## config.mk

```make
export PLATFORM = sky130hd
export DESIGN_NAME = vl_ctrl
export DESIGN_NICKNAME = d
export VERILOG_FILES = /design/src/rtl/vl_pkg.sv /design/src/rtl/vl_len_calc.sv /design/src/rtl/vl_warl_clamp.sv /design/src/rtl/vl_elem_mask.sv /design/src/rtl/vl_ctrl.sv
export SDC_FILE = /design/constraint.sdc
export NUM_CORES = 1
export LEC_CHECK = 0
export ABC_CLOCK_PERIOD_IN_PS = 4110
export BUFFER_PORTS_ARGS = -buffer_cell sky130_fd_sc_hd__buf_4
export CAP_MARGIN = 20
export CORE_MARGIN = 4
export CORE_UTILIZATION = 40
export CTS_BUF_LIST = sky130_fd_sc_hd__clkbuf_4
export DETAILED_ROUTE_END_ITERATION = 6
export PLACE_DENSITY_LB_ADDON = 0.12
export SYNTH_ARGS = -nofsm -noshare
export SYNTH_HDL_FRONTEND = slang
export SYNTH_SLANG_ARGS = --single-unit
```

## constraint.sdc

```tcl
create_clock -name clk -period 4.11 [get_ports clk]
set_input_delay 0.411 -clock clk [delete_from_list [all_inputs] [get_ports clk]]
set_output_delay 0.411 -clock clk [all_outputs]
set_load 0.02 [all_outputs]
```

## src/rtl/vl_pkg.sv

```systemverilog
package vl_pkg;

    typedef enum logic [1:0] {
        OP_IDLE  = 2'd0,
        OP_RECFG = 2'd1,
        OP_SETVL = 2'd2,
        OP_WRITE = 2'd3
    } vl_op_e;

endpackage

```

## src/rtl/vl_len_calc.sv

```systemverilog
module vl_len_calc #(
    parameter int XLEN  = 32,
    parameter int LEN_W = 6
) (
    input  logic [XLEN-1:0]  avl_i,
    input  logic [LEN_W-1:0] mvl_i,
    output logic [LEN_W-1:0] len_o
);
    // One extra bit so that 2*MVL and the request compare without overflow
    logic [XLEN:0] avl_x;
    logic [XLEN:0] mvl_x;
    logic [XLEN:0] twice_x;
    logic [XLEN-1:0] half;

    always_comb begin
        avl_x   = {1'b0, avl_i};
        mvl_x   = {{(XLEN + 1 - LEN_W){1'b0}}, mvl_i};
        twice_x = {{(XLEN - LEN_W){1'b0}}, mvl_i, 1'b0};
        half    = avl_i >> 1;
        if (avl_x >= twice_x) begin
            len_o = mvl_i;
        end else if (avl_x > mvl_x) begin
            // below 2*MVL, so half is below MVL and fits LEN_W bits
            len_o = half[LEN_W-1:0];
        end else begin
            len_o = avl_i[LEN_W-1:0];
        end
    end
endmodule

```

## src/rtl/vl_warl_clamp.sv

```systemverilog
module vl_warl_clamp #(
    parameter int XLEN  = 32,
    parameter int LEN_W = 6
) (
    input  logic [XLEN-1:0]  wdata_i,
    input  logic [LEN_W-1:0] mvl_i,
    output logic [LEN_W-1:0] len_o
);
    logic [XLEN-1:0] mvl_x;

    always_comb begin
        mvl_x = {{(XLEN - LEN_W){1'b0}}, mvl_i};
        len_o = (wdata_i > mvl_x) ? mvl_i : wdata_i[LEN_W-1:0];
    end
endmodule

```

## src/rtl/vl_elem_mask.sv

```systemverilog
module vl_elem_mask #(
    parameter int NELEM = 32,
    parameter int LEN_W = 6
) (
    input  logic [LEN_W-1:0] vl_i,
    input  logic [LEN_W-1:0] mvl_i,
    output logic [NELEM-1:0] active_o,
    output logic [NELEM-1:0] tail_o
);
    logic vl_nz;
    assign vl_nz = (vl_i != '0);

    for (genvar i = 0; i < NELEM; i++) begin : g_elem
        localparam logic [LEN_W-1:0] IDX = LEN_W'(i);
        assign active_o[i] = (IDX < vl_i);
        assign tail_o[i]   = vl_nz && (IDX >= vl_i) && (IDX < mvl_i);
    end
endmodule

```

## src/rtl/vl_ctrl.sv

```systemverilog
module vl_ctrl #(
    parameter int XLEN  = 32,
    parameter int NELEM = 32,
    localparam int LEN_W = $clog2(NELEM + 1)
) (
    input  logic             clk,
    input  logic             rst_n,
    input  logic [LEN_W-1:0] mvl_i,
    input  logic             cfg_wr_i,
    input  logic             setvl_req_i,
    input  logic [XLEN-1:0]  avl_i,
    input  logic             csr_wr_i,
    input  logic [XLEN-1:0]  csr_wdata_i,
    output logic [LEN_W-1:0] vl_o,
    output logic             rsp_valid_o,
    output logic [XLEN-1:0]  rsp_len_o,
    output logic [NELEM-1:0] active_o,
    output logic [NELEM-1:0] tail_o
);
    import vl_pkg::*;

    typedef struct packed {
        logic [LEN_W-1:0] vl;
        logic             rsp_valid;
        logic [XLEN-1:0]  rsp_len;
    } vl_state_t;

    vl_state_t st_d, st_q;
    vl_op_e    op;
    logic [LEN_W-1:0] setvl_len;
    logic [LEN_W-1:0] write_len;

    vl_len_calc #(.XLEN(XLEN), .LEN_W(LEN_W)) u_calc (
        .avl_i (avl_i),
        .mvl_i (mvl_i),
        .len_o (setvl_len)
    );

    vl_warl_clamp #(.XLEN(XLEN), .LEN_W(LEN_W)) u_clamp (
        .wdata_i (csr_wdata_i),
        .mvl_i   (mvl_i),
        .len_o   (write_len)
    );

    // Priority: reconfigure, then set-length, then direct write
    always_comb begin
        if (cfg_wr_i)         op = OP_RECFG;
        else if (setvl_req_i) op = OP_SETVL;
        else if (csr_wr_i)    op = OP_WRITE;
        else                  op = OP_IDLE;
    end

    always_comb begin
        st_d           = st_q;
        st_d.rsp_valid = 1'b0;
        unique case (op)
            OP_RECFG: st_d.vl = mvl_i;
            OP_SETVL: begin
                st_d.vl        = setvl_len;
                st_d.rsp_valid = 1'b1;
                st_d.rsp_len   = {{(XLEN - LEN_W){1'b0}}, setvl_len};
            end
            OP_WRITE: st_d.vl = write_len;
            default:  ;
        endcase
    end

    always_ff @(posedge clk or negedge rst_n) begin
        if (!rst_n) begin
            st_q <= '0;
        end else begin
            st_q <= st_d;
        end
    end

    vl_elem_mask #(.NELEM(NELEM), .LEN_W(LEN_W)) u_mask (
        .vl_i     (st_q.vl),
        .mvl_i    (mvl_i),
        .active_o (active_o),
        .tail_o   (tail_o)
    );

    assign vl_o        = st_q.vl;
    assign rsp_valid_o = st_q.rsp_valid;
    assign rsp_len_o   = st_q.rsp_len;

    p_setvl_bound_r1: assert property (@(posedge clk) disable iff (!rst_n)
        (setvl_req_i && !cfg_wr_i) |=> (vl_o <= $past(mvl_i)));

    p_rsp_match_r4: assert property (@(posedge clk) disable iff (!rst_n)
        rsp_valid_o |-> (rsp_len_o == {{(XLEN - LEN_W){1'b0}}, vl_o}));

    p_rsp_pulse_r4: assert property (@(posedge clk) disable iff (!rst_n)
        (setvl_req_i && !cfg_wr_i) |=> rsp_valid_o);

    p_warl_bound_r5: assert property (@(posedge clk) disable iff (!rst_n)
        (csr_wr_i && !cfg_wr_i && !setvl_req_i) |=> (vl_o <= $past(mvl_i)));

    p_recfg_init_r6: assert property (@(posedge clk) disable iff (!rst_n)
        cfg_wr_i |=> (vl_o == $past(mvl_i) && !rsp_valid_o));

    p_hold_r7: assert property (@(posedge clk) disable iff (!rst_n)
        (!cfg_wr_i && !setvl_req_i && !csr_wr_i) |=> ($stable(vl_o) && !rsp_valid_o));

    p_active_count_r8: assert property (@(posedge clk) disable iff (!rst_n)
        ($countones(active_o) == 32'(vl_o)));

    p_mask_disjoint_r9: assert property (@(posedge clk) disable iff (!rst_n)
        ((active_o & tail_o) == '0));

    p_zero_len_r9: assert property (@(posedge clk) disable iff (!rst_n)
        (vl_o == '0) |-> (active_o == '0 && tail_o == '0));
endmodule

```

==> results of run 1 <==
-- cell usage in the layout, fill, tap and decap left out, drive strengths merged, types with 8 or more instances in the layout --
master and count:
dfrtp 13, conb 27, inv 13, nor4 15, nor2 29, ha 18
nand2 40, nor3 21, o21ai 16, a211oi 10, buf 150, nand2b 8
a21o 9, a21oi 13, nand3 14
-- synthesized netlist by cell type (all sizes together) (2+ instances only) --
cell     number  share of area [%]
a2111oi       2                1.6
a211oi       10                3.2
a21o          9                2.9
a21oi        13                2.9
a221oi        2               0.75
a31oi         4                1.1
and2          2               0.64
buf          31                9.7
clkbuf       15                2.4
dfrtp        13                 14
ha           18                9.6
inv          13                2.1
mux2i         4                1.7
nand2        40                6.4
nand2b        8                2.1
nand3        14                3.0
nand4         4                1.1
nor2         29                5.0
nor2b         2               0.53
nor3         21                4.5
nor3b         2               0.85
nor4         15                5.7
o211ai        6                1.9
o21ai        16                3.4
o21bai        6                1.9
o221ai        2               0.75
o22ai         2               0.53
o311ai        4                1.5
o31ai         6                1.9
or3           3               0.80
-- cell families after synthesis --
group | Yosys count
AOI/OAI and AO/OA | 91
buffers and inverters | 60
muxes | 4
and+or+nand+nor | 145
DFF | 13
other | 1
adders and majority gates | 18
-- registers in the layout, summed over array words and instances, names as in the netlist --
| signal | flops |
|---|---|
| vl_o | 6 |
| rsp_valid_o | 1 |
| rsp_len_o | 6 |
-- where the power goes --
group | leakage [nW] | switching [W] | internal (W)
registers | 0.160 | 0.0000300 | 0.000141
clock network | 0.0184 | 0.0000447 | 0.0000443
logic | 1.46 | 0.000319 | 0.000225
total | 1.64 | 0.000393 | 0.000410
-- per-stage QoR --
stage / worst slack [ns] / util, % / cells / hold slack (ns)
CTS: 0.951 / 61.0 / 539 / 0.480
global route: 0.742 / 61.0 / 539 / 0.509
finish: 0.892 / 61.0 / 539 / 0.467
detailed placement: 1.26 / 60.2 / 534 / 0.267
floorplan: 1.44 / - / 358 / 0.115
global placement: 1.39 / 60.2 / 534 / 0.264
-- worst paths after layout --
| kind | startpoint | to | slack [ns] | depth (start not counted) |
|---|---|---|---|---|
| min reg2reg | rsp_len_o[5]$_DFFE_PN0P_ | rsp_len_o[5]$_DFFE_PN0P_ | 0.49 | 2 |
| max reg2reg | vl_o[2]$_DFFE_PN0P_ | vl_o[2]$_DFFE_PN0P_ | 2.63 | 4 |
| min | avl_i[6] | vl_o[5]$_DFFE_PN0P_ | 0.47 | 3 |
| max in group asynchronous | rst_n | rsp_len_o[1]$_DFFE_PN0P_ | 3.44 | 2 |
| max | vl_o[5]$_DFFE_PN0P_ | tail_o[18] | 0.89 | 7 |
| min in group asynchronous | rst_n | rsp_len_o[4]$_DFFE_PN0P_ | 0.50 | 2 |
-- worst min-delay path, cell delays in order --
cell      delay, ns
buf_4          0.11
a211oi_1       0.06
o22ai_1        0.12
-- routing by layer --
metal,share of wire (%),GRT usage [%],vias to the layer above,wire [um]
li1,-,-,1454,-
met1,39,31.0,1353,3390
met2,49,39.4,214,4280
met3,11,3.43,17,934
met4,1.9,6.47,0,170
met5,0,0,-,0
-- final cells by class --
type	count	area (um^2)
timing repair buffer	151	1140
multi-input combinational	285	1780
tap	72	90.1
clock buffer	4	30.0
inverter	14	52.6
sequential	13	325
fill	528	2190
==> summary.txt, run 1 <==
Yosys
  – Post-Syn Instances: roughly 330
  – Sequential share of the synthesized area: 13.9%
  – Post-synthesis mux area share: 1.70%
  – Async SR Flop Fraction: 100%
  – Synth Area in Adders: under 10%
  – Combinational family with the most area after synthesis: simple AND/OR/NAND/NOR gates
  – Syn avg cell area: 7.07 um^2
  – EDFF count, synth: 0
  – Seq cells post-synth: 13
  – Most used DFF post-synth: dfrtp_1
  – Compound-cell area share of the yosys netlist: 27.8%
  – XOR/XNOR Fraction of Synth Area: 0%
  – Post-synth cell types: 56
  – Yosys warnings: 0
  – Syn Std Cell Area: 0.00235 mm^2
  – Synth Area in Simple Gates: between 30% and 40%

CTS
  – Num CTS Buffers: 3
  – Root Driver: clkbuf_4
  – Reg clk slew, reported paths: about 0.090 ns
  – Post-CTS Repair Setup Buffers: 0
  – Clock Latency Late Sink: 0.28 ns
  – CTS tree: done
  – Hold Buf Count CTS: 1
  – Sink Count: 13
  – Resize count post-CTS: 0
  – CTS max path bufs: 2
  – H-tree Lvls: 1

Global routing
  – Total GRT Usage: 23.4%
  – GR Overflow Total: 0
  – Initial antenna violation count: 0
  – Vias in the first global route: 2,901
  – Largest net degree at the start of global routing: 21
  – First-pass GRT wire length: 14,200 um

Setup path
  – CP Buf/Inv Count: 3
  – WP data required: between 3 and 4 ns
  – Kind of critical path: register to output pin
  – CP arrival: 2.81 ns
  – Worst Setup End Kind: output pin
  – Max incr delay on CP: between 0.6 and 0.7 ns
  – Slowest cell on crit path: nor2_1
  – Startpoint Class: register
  – Top cell family by delay on the critical path: simple AND/OR/NAND/NOR gates
  – CP Max Fanout: 20
  – CP Cell Sequence: nor2_4 -> inv_2 -> nor2_1 -> inv_1 -> nand2_1 -> a211oi_1 -> buf_4

Power
  – Pwr dens: roughly 240 mW/mm^2
  – Maximum vdd drop: between 0.0001 and 0.00015 V
  – Pleak: around 1.6 nW
  – Post-layout power: 0.000804 W

Route
  – Pre-Repair DR Iteration Count: 5
  – DRC viols: 0
  – Vias per cell: 5.64
  – Iter 0 DRT Violations: roughly 270
  – Antenna viol nets, final: 0
  – Vias: roughly 3,000
  – Avg WL per Cell: 16.3 um
  – DRT Wirelength: 8780 um

Place
  – RePlAce Congestion: 0.956
  – Post-DP HPWL: about 7300 um
  – Placed instance area: 0.00338 mm^2
  – I/O Buffers: 150

Timing
  – RSZ-0062 raised after global routing: no
  – Final setup viols: 0
  – Fin crit share: 78.3%
  – Slew headroom: 44.2%
  – Max-slew violations: 0
  – Final setup TNS: 0 ns
  – Tmin final: 3.22 ns
  – Fmax: 311 MHz
  – Final Skew: 0 ns
  – Final Hold Vio Count: 0
  – Worst-Margin Slew: 0.834 ns

Cells and area
  – Final instance area: 0.00342 mm^2
  – Number of nets in the layout: 561
  – Share of cells above drive strength 1: 36.2%
  – Area Overhead vs Synth: 45.6%
  – Antenna diodes: 0

Status
  – Status: completed

Die
  – Starting density of the core: 41.9%
  – DIE HEIGHT: 84.6 um
  – Io pins: 178
  – Chip Width: between 80 and 90 um
  – Die area: 0.00716 mm^2
  – Placeable core area: ~0.0056 mm^2
  – # rows: 27

Hold path
  – Hold crit path type: primary input to register

Flow run
  – Max_cap viols: 0
No activity file was read; power rests on OpenSTA's default activity.
==> run 2: changes to the inputs <==
Settings changed: ABC_AREA set to 1, ABC_CLOCK_PERIOD_IN_PS 4110 to 2660, CORE_UTILIZATION 40 to 39.
Clock period 4.11 ns to 2.66 ns, I/O delays scaled along.
==> summary.txt, run 2 <==
Die
  – Chip Width: 87.9 um
  – # rows: 28
  – Die area: 0.00773 mm^2
  – Io pins: 178
  – Starting density of the core: 41.1%
  – Placeable core area: 0.00606 mm^2
  – DIE HEIGHT: 87.9 um

Global routing
  – Largest net degree at the start of global routing: 14
  – GR Overflow Total: 0
  – Initial antenna violation count: 0
  – Total GRT Usage: a little under a quarter
  – Vias in the first global route: 3,165
  – First-pass GRT wire length: roughly 14,000 um

Yosys
  – Yosys top cell by area: nand2_1
  – Sequential share of the synthesized area: 13.1%
  – Largest cells by area after synthesis: nand2_1 17%, dfrtp_1 13%, inv_1 10%, nor2_1 10%, ha_1 9.0%
  – Most used DFF post-synth: dfrtp_1
  – EDFF count, synth: 0
  – Seq cells post-synth: 13
  – Count leader, synth: nand2_1
  – Syn avg cell area: roughly 5.6 um^2
  – Synth top cells by count: 112 x nand2_1, 69 x inv_1, 68 x nor2_1
  – Yosys warnings: 0
  – Syn Std Cell Area: 0.00249 mm^2
  – Post-Syn Instances: 443
  – Async SR Flop Fraction: 100%
  – Post-synth cell types: 33
  – Synth top area share: 16.9%

Cells and area
  – Antenna diodes: 0
  – Share of cells above drive strength 1: 31.4%
  – Most common cell after layout, fill and taps aside: buf_4
  – Number of nets in the layout: 687
  – Fill count: 631
  – Fin util: 59.8%
  – Area Overhead vs Synth: 45.4%
  – Most frequent cells in the layout: 151 x buf_4, 112 x nand2_1, 69 x inv_1

CTS
  – Sink Count: 13
  – Hold Buf Count CTS: 1
  – H-tree Lvls: 1
  – Reg clk slew, reported paths: 0.08 ns
  – Post-CTS Repair Setup Buffers: 0
  – Num CTS Buffers: 3
  – Clock Latency Late Sink: 0.28 ns
  – Resize count post-CTS: 0
  – CTS tree: done
  – CTS max path bufs: 2
  – Root Driver: clkbuf_4

Setup path
  – Kind of critical path: register to output pin
  – CP Max Fanout: 4
  – CP arrival: roughly 2.1 ns
  – Startpoint Class: register
  – WP data required: roughly 2.4 ns
  – Worst Setup End Kind: output pin

Route
  – DRC viols: 0
  – Vias per cell: 4.87
  – DRT Wirelength: between 9000 and 10,000 um
  – Antenna viol nets, final: 0
  – Iter 0 DRT Violations: 130
  – Vias: about 3,300
  – Pre-Repair DR Iteration Count: 4
  – Avg WL per Cell: 13.6 um

Power
  – Switch Pwr: 0.000661 W
  – Pwr dens: 364 mW/mm^2
  – Share of total power in combinational logic: 70.4%
  – Maximum vdd drop: 0.000310 V
  – Flop pwr share: 19.5%
  – Post-layout power: roughly 0.0013 W
  – Internal power: 0.000657 W
  – Pleak: 2.06 nW
  – Clk pwr share: 10.2%
  – Switching share of power: 50.2%

Timing
  – Worst-Margin Slew: approximately 0.5 ns
  – Fmax: 421 MHz
  – Final hold slack: 0.291 ns
  – Final setup viols: 0
  – RSZ-0062 raised after global routing: no
  – Max-slew violations: 0
  – Setup ws final: 0.283 ns
  – Slew headroom: between 60% and 70%
  – Tmin final: 2.38 ns
  – Final setup TNS: 0 ns
  – Final Skew: 0 ns
  – Final Hold Vio Count: 0
  – Fin crit share: between 80% and 90%

Place
  – Pre-CTS setup slack: 0.652 ns
  – Post-DP HPWL: roughly 8100 um
  – RePlAce Congestion: 0.914
  – I/O Buffers: 150

Status
  – Status: completed

Flow run
  – Max_cap viols: 0

Hold path
  – Hold crit path type: primary input to register
-- run 2: path summary, 6_finish.rpt --
check | start | end | slack (ns) | depth (start not counted)
worst max-delay path | vl_o[4]$_DFFE_PN0P_ | tail_o[17] | 0.28 | 7
worst min-delay path | setvl_req_i | rsp_valid_o$_DFF_PN0_ | 0.29 | 3
worst max register to register | vl_o[4]$_DFFE_PN0P_ | vl_o[4]$_DFFE_PN0P_ | 1.75 | 4
worst min register to register | rsp_len_o[5]$_DFFE_PN0P_ | rsp_len_o[5]$_DFFE_PN0P_ | 0.49 | 2
max in group asynchronous | rst_n | vl_o[3]$_DFFE_PN0P_ | 2.12 | 2
min in group asynchronous | rst_n | rsp_len_o[1]$_DFFE_PN0P_ | 0.38 | 2
-- run 2: cell families after synthesis --
kind of cell | synth area share (%)
AOI/OAI and AO/OA | 13.3
adders and majority gates | 9.04
buffers and inverters | 21.1
DFF | 13.1
other | 0.150
and+or+nand+nor | 43.4
-- run 2: cell type report --
cell class                      count  area, um^2  share of cell area (%)
Clock buffer                        4        30.0                   0.829
Tap cell                           75        93.8                    2.59
Sequential cell                    13         325                    8.98
Inverter                           77         293                    8.08
Multi-Input combinational cell    347        1740                    48.0
Timing Repair Buffer              152        1140                    31.6
-- run 2: per-layer routing --
layer	track usage, %	vias to the layer above	wire [um]
met1	26.3	1437	3360
met4	6.00	0	178
met3	2.92	18	841
met2	44.3	162	4680
li1	-	1637	-
met5	0	-	0
-- run 2: stage by stage --
stage                     cell area [um^2]  std cells
final                                 3620        668
after global routing                  3620        668
after CTS                             3620        668
after detailed placement              3580        663
after global placement                3580        663
after floorplan                       2590        469
-- run 2: power groups by stage --
stage / Sequential, W / Clock, W / Combinational [W]
floorplan: 0.000284 / 0 / 0.000513
global placement: 0.000258 / 0 / 0.000924
detailed placement: 0.000260 / 0 / 0.000929
CTS: 0.000256 / 0.000134 / 0.000932
global route: 0.000261 / 0.000143 / 0.00101
finish: 0.000257 / 0.000134 / 0.000928
-- run 2: critical path: stages (launching register included) --
cell,delay (ns)
dfrtp_1,0.47
inv_1,0.15
nor2_1,0.17
nand2_1,0.11
nor2_1,0.23
a21oi_1,0.18
a211oi_1,0.31
buf_4,0.20
==> run 3: changes to the inputs <==
Settings changed: ABC_AREA 1 to not set, CORE_UTILIZATION 39 to 38.
==> summary.txt, run 3 (synthesis results as in run 1) <==
Setup path
  – CP arrival: between 2 and 2.5 ns
  – Kind of critical path: register to output pin
  – Reg-to-reg endpoint: vl_o[2]$_DFFE_PN0P_
  – WP data required: 2.39 ns
  – Reg2reg start: vl_o[2]$_DFFE_PN0P_
  – Setup crit start: vl_o[3]$_DFFE_PN0P_
  – CP Max Fanout: 13
  – R2R Setup Slk: 1.24 ns
  – Startpoint Class: register
  – R2R depth: 5
  – Worst Setup End Kind: output pin

Place
  – DP Cell Count: 543
  – I/O Buffers: 150
  – RePlAce Congestion: ~0.94
  – Post-DP HPWL: 7420 um

Global routing
  – GR Overflow Total: 0
  – First-pass GRT wire length: around 14,000 um
  – Total GRT Usage: 22.7%
  – Initial antenna violation count: 0
  – Largest net degree at the start of global routing: 20
  – Vias in the first global route: 2,786

Hold path
  – Hold depth: 3
  – Hold path endpoint: vl_o[5]$_DFFE_PN0P_
  – Hold crit path type: primary input to register
  – Hold path startpoint: avl_i[6]

CTS
  – Root Driver: clkbuf_4
  – Resize count post-CTS: 0
  – CTS max path bufs: 2
  – Post-CTS Repair Setup Buffers: 0
  – H-tree Lvls: 1
  – CTS tree: done
  – Sink Count: 13
  – Num CTS Buffers: 3
  – Clock Latency Late Sink: 0.27 ns
  – Hold Buf Count CTS: 1
  – Reg clk slew, reported paths: about 0.080 ns

Cells and area
  – Most frequent cells in the layout: 156 x buf_4, 40 x nand2_1, 28 x nor2_1
  – Area Overhead vs Synth: 47.6%
  – Number of nets in the layout: 567
  – Fill count: between 500 and 600
  – Share of cells above drive strength 1: between 30% and 40%
  – Fin cells: roughly 550
  – Antenna diodes: 0
  – Most common cell after layout, fill and taps aside: buf_4
  – Fin util: 58.2%

Power
  – Maximum vdd drop: 0.000199 V
  – Pleak: 1.67 nW
  – Pwr dens: between 300 and 400 mW/mm^2

Die
  – DIE HEIGHT: 86.6 um
  – Chip Width: 86.6 um
  – Placeable core area: 0.00596 mm^2
  – # rows: 28
  – Io pins: 178
  – Die area: 0.00750 mm^2
  – Starting density of the core: 39.4%

Route
  – Vias: 3,090
  – Avg WL per Cell: 16.4 um
  – Vias per cell: 5.64
  – DRT Wirelength: 8980 um
  – DRC viols: 0
  – Iter 0 DRT Violations: 361
  – Antenna viol nets, final: 0
  – Pre-Repair DR Iteration Count: 6

Timing
  – Worst-Margin Slew: 0.514 ns
  – RSZ-0062 raised after global routing: no
  – Fin crit share: 90.3%
  – Final setup viols: 0
  – Final Skew: 0 ns
  – Final setup TNS: 0 ns
  – Fmax: 416 MHz
  – Tmin final: roughly 2.4 ns
  – Slew headroom: 65.3%
  – Max-slew violations: 0
  – Final Hold Vio Count: 0

Flow run
  – Max_cap viols: 0

Status
  – Status: completed
run 3: cell types whose count changed in the layout (fill, tap and decap cells not counted), moves of 10 or more:
| cell | delta |
|---|---|
| nand2_1 | -72 |
| inv_1 | -57 |
| nor2_1 | -40 |
| a21oi_1 | -10 |
| nor4_1 | +10 |
run 3: per-layer routing:
metal	vias to the layer above	part of all wire [%]	track usage, %
li1	1462	-	-
met1	1423	40	30.4
met2	193	49	38.6
met3	12	9.9	4.66
met4	0	1.1	2.55
met5	-	0	0
run 3: per-stage QoR:
step | power (W) | worst slack, ns | hold WS, ns | area (um^2)
after global placement | 0.00111 | 0.269 | 0.118 | 3430
after detailed placement | 0.00112 | 0.236 | 0.121 | 3430
after floorplan | 0.000752 | 0.130 | -0.0296 | 2450
final | 0.00125 | 0.257 | 0.326 | 3470
after CTS | 0.00125 | 0.281 | 0.325 | 3470
after global routing | 0.00133 | 0.00686 | 0.334 | 3470
run 3: where the power goes:
| part | switching (W) | total, W | leakage [nW] | internal [W] |
|---|---|---|---|---|
| clock network | 0.0000610 | 0.000129 | 0.0184 | 0.0000683 |
| registers | 0.0000272 | 0.000246 | 0.160 | 0.000219 |
| logic | 0.000514 | 0.000872 | 1.49 | 0.000358 |
| total | 0.000602 | 0.00125 | 1.67 | 0.000645 |
run 3: critical path, cell delays in order (launching register included):
cell	delay (ns)
dfrtp_1	0.59
nor2_1	0.12
nand2_1	0.13
nor2_1	0.07
inv_1	0.12
nand2_1	0.27
a211oi_1	0.36
buf_4	0.20
run 3: final cells by class:
class | instances | area [um^2] | share of cell area, %
Tap cell | 75 | 93.8 | 2.71
Sequential cell | 13 | 325 | 9.38
Inverter | 14 | 52.6 | 1.52
Timing Repair Buffer | 157 | 1180 | 34.1
Multi-Input combinational cell | 285 | 1780 | 51.5
Clock buffer | 4 | 30.0 | 0.866
run 3: worst max path at each step:
stage | depth (start not counted) | slack [ns] | to
floorplan | 5 | 0.13 | tail_o[2]
global placement | 9 | 0.27 | vl_o[1]$_DFFE_PN0P_
detailed placement | 9 | 0.24 | vl_o[1]$_DFFE_PN0P_
CTS | 7 | 0.28 | tail_o[25]
global route | 7 | 0.007 | tail_o[25]
finish | 7 | 0.26 | tail_o[20]
